`src/rtl/clkcfg_pkg.sv`:
```
package clkcfg_pkg;

  localparam int ADR_SIG  = 6;
  localparam int ADR_RSV  = 7;
  localparam int ADR_NDIV = 8;
  localparam int ADR_RDIV = 9;

  typedef struct packed {
    logic       s2;
    logic [1:0] fsel;
  } strap_t;

  function automatic logic [5:0] base_n(input logic [1:0] f);
    case (f)
      2'b00:   return 6'd14;
      2'b01:   return 6'd7;
      2'b10:   return 6'd14;
      default: return 6'd28;
    endcase
  endfunction

  function automatic logic [4:0] base_r(input logic [1:0] f);
    case (f)
      2'b00:   return 5'd3;
      2'b01:   return 5'd1;
      2'b10:   return 5'd1;
      default: return 5'd3;
    endcase
  endfunction

endpackage

```
`src/rtl/clksyn_strap_latch.sv`:
```
module clksyn_strap_latch
  import clkcfg_pkg::*;
(
  input  logic       clk,
  input  logic       rst_n,
  input  logic [2:0] pins,
  input  logic       s2_mid,
  output strap_t     strap
);

  always_ff @(posedge clk) begin
    if (!rst_n) begin
      strap.s2   <= pins[2] & ~s2_mid;
      strap.fsel <= pins[1:0];
    end
  end

endmodule

```
`src/rtl/clksyn_cfg_regs.sv`:
```
module clksyn_cfg_regs
  import clkcfg_pkg::*;
#(
  parameter int         ADDR_W = 4,
  parameter int         N_W    = 7,
  parameter int         R_W    = 6,
  parameter logic [3:0] REV    = 4'h1,
  parameter logic [3:0] VEN    = 4'h3
) (
  input  logic              clk,
  input  logic              rst_n,
  input  logic [ADDR_W-1:0] addr,
  input  logic [7:0]        wdata,
  input  logic              wr,
  input  logic              rd,
  output logic [7:0]        rdata,
  output logic [N_W-1:0]    dial_n,
  output logic [R_W-1:0]    dial_r,
  output logic              dial_en
);

  localparam logic [ADDR_W-1:0] A_SIG = ADDR_W'(ADR_SIG);
  localparam logic [ADDR_W-1:0] A_RSV = ADDR_W'(ADR_RSV);
  localparam logic [ADDR_W-1:0] A_N   = ADDR_W'(ADR_NDIV);
  localparam logic [ADDR_W-1:0] A_R   = ADDR_W'(ADR_RDIV);

  logic [7:0] rd_mux;
  logic       unused_wbit;
  assign unused_wbit = wdata[7];

  always_ff @(posedge clk or negedge rst_n) begin
    if (!rst_n) begin
      dial_n  <= '0;
      dial_r  <= '0;
      dial_en <= 1'b0;
    end else if (wr) begin
      if (addr == A_N) dial_n <= wdata[N_W-1:0];
      if (addr == A_R) begin
        dial_r  <= wdata[R_W:1];
        dial_en <= wdata[0];
      end
    end
  end

  always_comb begin
    rd_mux = '0;
    if (addr == A_SIG) rd_mux = {REV, VEN};
    else if (addr == A_N) rd_mux[N_W-1:0] = dial_n;
    else if (addr == A_R) begin
      rd_mux[R_W:1] = dial_r;
      rd_mux[0]     = dial_en;
    end
  end

  always_ff @(posedge clk or negedge rst_n) begin
    if (!rst_n)  rdata <= '0;
    else if (rd) rdata <= rd_mux;
  end

  AST_SIG_CONST: assert property (@(posedge clk) disable iff (!rst_n)
    (rd && addr == A_SIG) |=> rdata == {REV, VEN});
  AST_RSV_ZERO: assert property (@(posedge clk) disable iff (!rst_n)
    (rd && addr == A_RSV) |=> rdata == 8'h00);
  AST_TOP_BIT_ZERO: assert property (@(posedge clk) disable iff (!rst_n)
    (rd && (addr == A_N || addr == A_R)) |=> !rdata[7]);
  AST_UNMAPPED_ZERO: assert property (@(posedge clk) disable iff (!rst_n)
    (rd && addr > A_R) |=> rdata == 8'h00);
  AST_RDATA_HOLD: assert property (@(posedge clk) disable iff (!rst_n)
    !rd |=> $stable(rdata));

endmodule

```
`src/rtl/clksyn_div_select.sv`:
```
module clksyn_div_select
  import clkcfg_pkg::*;
#(
  parameter int N_W = 7,
  parameter int R_W = 6
) (
  input  logic           clk,
  input  logic           rst_n,
  input  strap_t         strap,
  input  logic [N_W-1:0] dial_n,
  input  logic [R_W-1:0] dial_r,
  input  logic           dial_en,
  input  logic           wr_seen,
  output logic [N_W-1:0] pll_n,
  output logic [R_W-1:0] pll_r,
  output logic [1:0]     cpu_freq
);

  logic [N_W-1:0] rom_n;
  logic [R_W-1:0] rom_r;

  always_comb begin
    rom_n = N_W'(base_n(strap.fsel)) << strap.s2;
    rom_r = R_W'(base_r(strap.fsel)) << strap.s2;
  end

  always_ff @(posedge clk or negedge rst_n) begin
    if (!rst_n) begin
      pll_n    <= '0;
      pll_r    <= '0;
      cpu_freq <= 2'b00;
    end else begin
      pll_n    <= dial_en ? dial_n : rom_n;
      pll_r    <= dial_en ? dial_r : rom_r;
      cpu_freq <= strap.fsel;
    end
  end

  AST_FREQ_FROZEN: assert property (@(posedge clk) disable iff (!rst_n)
    $past(rst_n, 2) |-> $stable(cpu_freq));
  AST_DIV_ONLY_ON_WRITE: assert property (@(posedge clk) disable iff (!rst_n)
    ($past(rst_n, 2) && !$past(wr_seen, 2)) |-> ($stable(pll_n) && $stable(pll_r)));
  AST_TABLE_NONZERO: assert property (@(posedge clk) disable iff (!rst_n)
    ($past(rst_n) && !$past(dial_en)) |-> (pll_n != '0 && pll_r != '0));

endmodule

```
`src/rtl/clksyn_ctl_bank.sv`:
```
module clksyn_ctl_bank
  import clkcfg_pkg::*;
#(
  parameter int ADDR_W = 4,
  parameter int N_W    = 7,
  parameter int R_W    = 6
) (
  input  logic              clk,
  input  logic              rst_n,
  input  logic [2:0]        strap_sel,
  input  logic              strap_s2_mid,
  input  logic [ADDR_W-1:0] reg_addr,
  input  logic [7:0]        wr_data,
  input  logic              wr_en,
  input  logic              rd_en,
  output logic [7:0]        rd_data,
  output logic [N_W-1:0]    pll_n,
  output logic [R_W-1:0]    pll_r,
  output logic [1:0]        cpu_freq
);

  strap_t         strap;
  logic [N_W-1:0] dial_n;
  logic [R_W-1:0] dial_r;
  logic           dial_en;

  clksyn_strap_latch u_strap (
    .clk    (clk),
    .rst_n  (rst_n),
    .pins   (strap_sel),
    .s2_mid (strap_s2_mid),
    .strap  (strap)
  );

  clksyn_cfg_regs #(.ADDR_W(ADDR_W), .N_W(N_W), .R_W(R_W)) u_regs (
    .clk     (clk),
    .rst_n   (rst_n),
    .addr    (reg_addr),
    .wdata   (wr_data),
    .wr      (wr_en),
    .rd      (rd_en),
    .rdata   (rd_data),
    .dial_n  (dial_n),
    .dial_r  (dial_r),
    .dial_en (dial_en)
  );

  clksyn_div_select #(.N_W(N_W), .R_W(R_W)) u_sel (
    .clk      (clk),
    .rst_n    (rst_n),
    .strap    (strap),
    .dial_n   (dial_n),
    .dial_r   (dial_r),
    .dial_en  (dial_en),
    .wr_seen  (wr_en),
    .pll_n    (pll_n),
    .pll_r    (pll_r),
    .cpu_freq (cpu_freq)
  );

endmodule

```
`config.mk`:
```
export PLATFORM = sky130hd
export DESIGN_NAME = clksyn_ctl_bank
export DESIGN_NICKNAME = d
export VERILOG_FILES = /design/src/rtl/clkcfg_pkg.sv /design/src/rtl/clksyn_strap_latch.sv /design/src/rtl/clksyn_cfg_regs.sv /design/src/rtl/clksyn_div_select.sv /design/src/rtl/clksyn_ctl_bank.sv
export SDC_FILE = /design/constraint.sdc
export NUM_CORES = 1
export LEC_CHECK = 0
export BUFFER_PORTS_ARGS = -buffer_cell sky130_fd_sc_hd__buf_2
export CORE_ASPECT_RATIO = 0.7
export CORE_MARGIN = 2
export CORE_UTILIZATION = 55
export DETAILED_ROUTE_END_ITERATION = 8
export PLACE_DENSITY_LB_ADDON = 0.05
export SYNTH_ARGS = -nofsm -noshare
export SYNTH_HDL_FRONTEND = slang
export SYNTH_HIERARCHICAL = 1
export SYNTH_SLANG_ARGS = --single-unit
```
`constraint.sdc`:
```
create_clock -name clk -period 2 [get_ports clk]
set_input_delay 0 -clock clk [delete_from_list [all_inputs] [get_ports clk]]
set_output_delay 0 -clock clk [all_outputs]
set_load 0.03 [all_outputs]
```
==> summary.md <==
| Metric | Value |
|---|---|
| CTS clk-pin slew, worst paths | `around 0.070 ns` |
| Critical Path Slowest Stage Cell | `dfrtp_1` |
| Clk_lat worst skew | `about 0.28 ns` |
| Critical path arrival | `1.36 ns` |
| Grt ovf | `0` |
| Run status | `finished clean` |
| Wire per inst | `13.4 um` |
| Die W | `slightly below 70 um` |
| # DRC | `0` |
| Post-route setup TNS | `0 ns` |
| Total power | `around 0.0020 W` |
| CP Capture Type | `register` |
| Combinational Power Share | `between 20% and 30%` |
| Final #Nets | `196` |
| Vias/cell | `5.09` |
| Total CTS buffers | `5` |
| Clock power share | `24.2%` |
| CP Max Fanout | `20` |
| Hpwl dp | `2030 um` |
| Max clock buf depth | `2` |
| Min-Delay Path Class | `in -> reg` |
| #FFs+latches synth | `39` |
| Row count | `16` |
| Die height | `around 49 um` |
| Fmax achieved | `836 MHz` |
| Worst hold slack | `0.0164 ns` |
| Reg power frac | `between 50 and 60%` |
| Clock skew | `0.00560 ns` |
| CP Data Required Time | `2.16 ns` |
| Area Overhead vs Synth | `24.5%` |
| Gr usage total | `19.0%` |
| Seq/Total Area, Yosys | `roughly three fifths` |
| Critical Path, Cell by Cell | `mux2_2` |
| Switching Power | `0.000605 W` |
| Vias in the first global route | `1,027` |
| Initial antenna violation count | `0` |
| Root buffer cell | `clkbuf_8` |
| Starting Density | `57.6%` |
| Initial drt markers | `31` |
| Inserted Diodes | `0` |
| Sw Share | `30.6%` |
| Worst setup SP type | `register` |
| Leak | `0.967 nW` |
| CTS resizes | `0` |
| Core Region | `2780 um2` |
| Max Cap Viol | `0` |
| Cell area after placement | `about 1800 um2` |
| Antenna Nets Post-Route | `0` |
| Mean area per synthesized cell | `between 10 and 15 um2` |
| Int Power | `0.00137 W` |
| Slowest stage delay, CP | `between 0.6 and 0.7 ns` |
| Filler cells | `210` |
| Drt total wl | `2820 um` |
| Slew HR | `64.1%` |
| Post-CTS Setup Inserts | `0` |
| DR vias | `~1,100` |
| Final hold vios | `0` |
| CTS H-tree lvls | `2` |
| WP buf/inv | `0` |
| Clock sink total | `39` |
| Cell variety after synth | `27` |
| Pwr/cell area | `993 nW/um2` |
| First-pass GRT wire length | `4600 um` |
| Gate Count Post-Synth | `122` |
| Fin crit period | `1.20 ns` |
| Delay-heaviest family, CP | `flip-flops` |
| Largest net degree at the start of global routing | `37` |
| Setup violators final | `0` |
| Area of the mapped netlist | `~1600 um2` |
| Layout cells sized above 1 | `40.8%` |
| Tightest Pin Transition | `0.539 ns` |
| Syn. warnings | `6` |
| Net count after synthesis | `144` |
| DRT Pass-1 Iters | `4` |
| Unrepaired setup endpoints after global routing | `false` |
| Fin area | `1990 um2` |
| Number of I/O pins | `43` |
| Pins Over Slew Limit | `0` |
| CTS tree | `yes` |
| Gpl congestion | `0.815` |
| WS Path Type | `reg -> reg` |
| VDD IR-drop max | `0.846 mV` |
| Final worst path period share | `59.8%` |
| Port Buffers | `40` |
| DIE AREA | `3370 um2` |
-- power by group through the flow --
| stage | Sequential [W] | Clock, W | Combinational [W] |
|---|---|---|---|
| CTS | 0.00104 | 0.000490 | 0.000471 |
| finish | 0.00103 | 0.000479 | 0.000467 |
| floorplan | 0.00116 | 0 | 0.000191 |
| global placement | 0.00104 | 0 | 0.000446 |
| detailed placement | 0.00105 | 0 | 0.000455 |
| global route | 0.00105 | 0.000530 | 0.000506 |
-- through the flow --
step / std cells / setup slack, ns / util, %
floorplan: 122 / 0.898 / -
global placement: 193 / 0.648 / 65.3
detailed placement: 193 / 0.612 / 65.3
CTS: 210 / 0.784 / 71.6
global route: 210 / 0.690 / 71.6
finish: 210 / 0.804 / 71.6
-- synth_stat cells (all sizes together) --
| cell | number | area (um2) |
|---|---|---|
| o21ai | 8 | 40.0 |
| nor3b | 1 | 12.5 |
| conb | 1 | 3.75 |
| nor2 | 2 | 7.51 |
| clkbuf | 1 | 3.75 |
| o221ai | 3 | 26.3 |
| and2 | 4 | 25.0 |
| a21oi | 4 | 20.0 |
| dfrtp | 36 | 901 |
| a21o | 1 | 7.51 |
| ha | 2 | 25.0 |
| edfxtp | 3 | 90.1 |
| nand4 | 3 | 18.8 |
| mux2 | 21 | 240 |
| nand2 | 6 | 22.5 |
| inv | 9 | 33.8 |
| nand3 | 5 | 30.0 |
| a22o | 1 | 8.76 |
| buf | 6 | 41.3 |
| and3b | 2 | 17.5 |
| nor2b | 2 | 20.0 |
| nand2b | 1 | 6.26 |
-- final timing paths --
kind	start	endpoint	slack (ns)	depth (start not counted)
min reg2reg	u_strap/strap[1]	u_sel/cpu_freq[1]	0.45	0
min	strap_s2_mid	u_strap/strap[2]	0.02	2
max in group asynchronous	rst_n	u_regs/dial_n[5]	1.37	3
min in group asynchronous	rst_n	u_regs/rdata[0]	0.33	3
max reg2reg	u_regs/dial_en	u_sel/pll_n[4]	0.80	1
max	u_regs/dial_en	u_sel/pll_n[4]	0.80	1
-- flip-flops by register name, summed over array words and instances (netlist names) --
name / count
u_regs/dial_en: 1
u_sel/pll_n: 7
u_regs/rdata: 7
u_sel/pll_r: 6
u_regs/dial_r: 6
u_regs/dial_n: 7
u_sel/cpu_freq: 2
u_strap/strap: 3
-- cell usage in the layout (no fill, tap or decap), drive strengths merged, types with 3 or more instances in the layout --
| cell | instances |
|---|---|
| o21ai | 8 |
| inv | 9 |
| dfrtp | 36 |
| edfxtp | 3 |
| a21oi | 4 |
| clkbuf | 7 |
| dlygate4sd3 | 10 |
| mux2 | 21 |
| nand2 | 6 |
| buf | 42 |
| nand4 | 3 |
| and2 | 4 |
| o221ai | 3 |
| nand3 | 5 |
-- repair_timing --
| action | 4_1_cts | 5_1_grt |
|---|---|---|
| endpoints found under the setup margin | 0 | 0 |
| hold buffers | 10 | 0 |
| endpoints found under the hold margin | 52 | 0 |
-- logic make-up after synthesis --
kind of cell               Yosys count  share of synthesized area, %
other                                1                         0.234
adders and majority gates            2                          1.56
DFF                                 39                          61.9
AOI/OAI and AO/OA                   17                          6.41
and+or+nand+nor                     26                          10.0
muxes                               21                          15.0
buffers and inverters               16                          4.92
-- area by class of cell --
cell class / count / area, um2 / area share, %
Clock buffer: 7 / 76.3 / 3.83
Inverter: 9 / 33.8 / 1.69
Multi-Input combinational cell: 67 / 532 / 26.7
Sequential cell: 39 / 991 / 49.7
Tap cell: 36 / 45.0 / 2.26
Timing Repair Buffer: 52 / 315 / 15.8
-- metal layers --
metal / wire length, um / track usage (%) / vias up
met2: 1350 / 29.8 / 23
met1: 1330 / 25.3 / 523
li1: - / - / 517
met5: 0 / 0 / -
met4: 24 / 6.00 / 0
met3: 121 / 5.54 / 5
No activity file was read; power rests on OpenSTA's default activity.
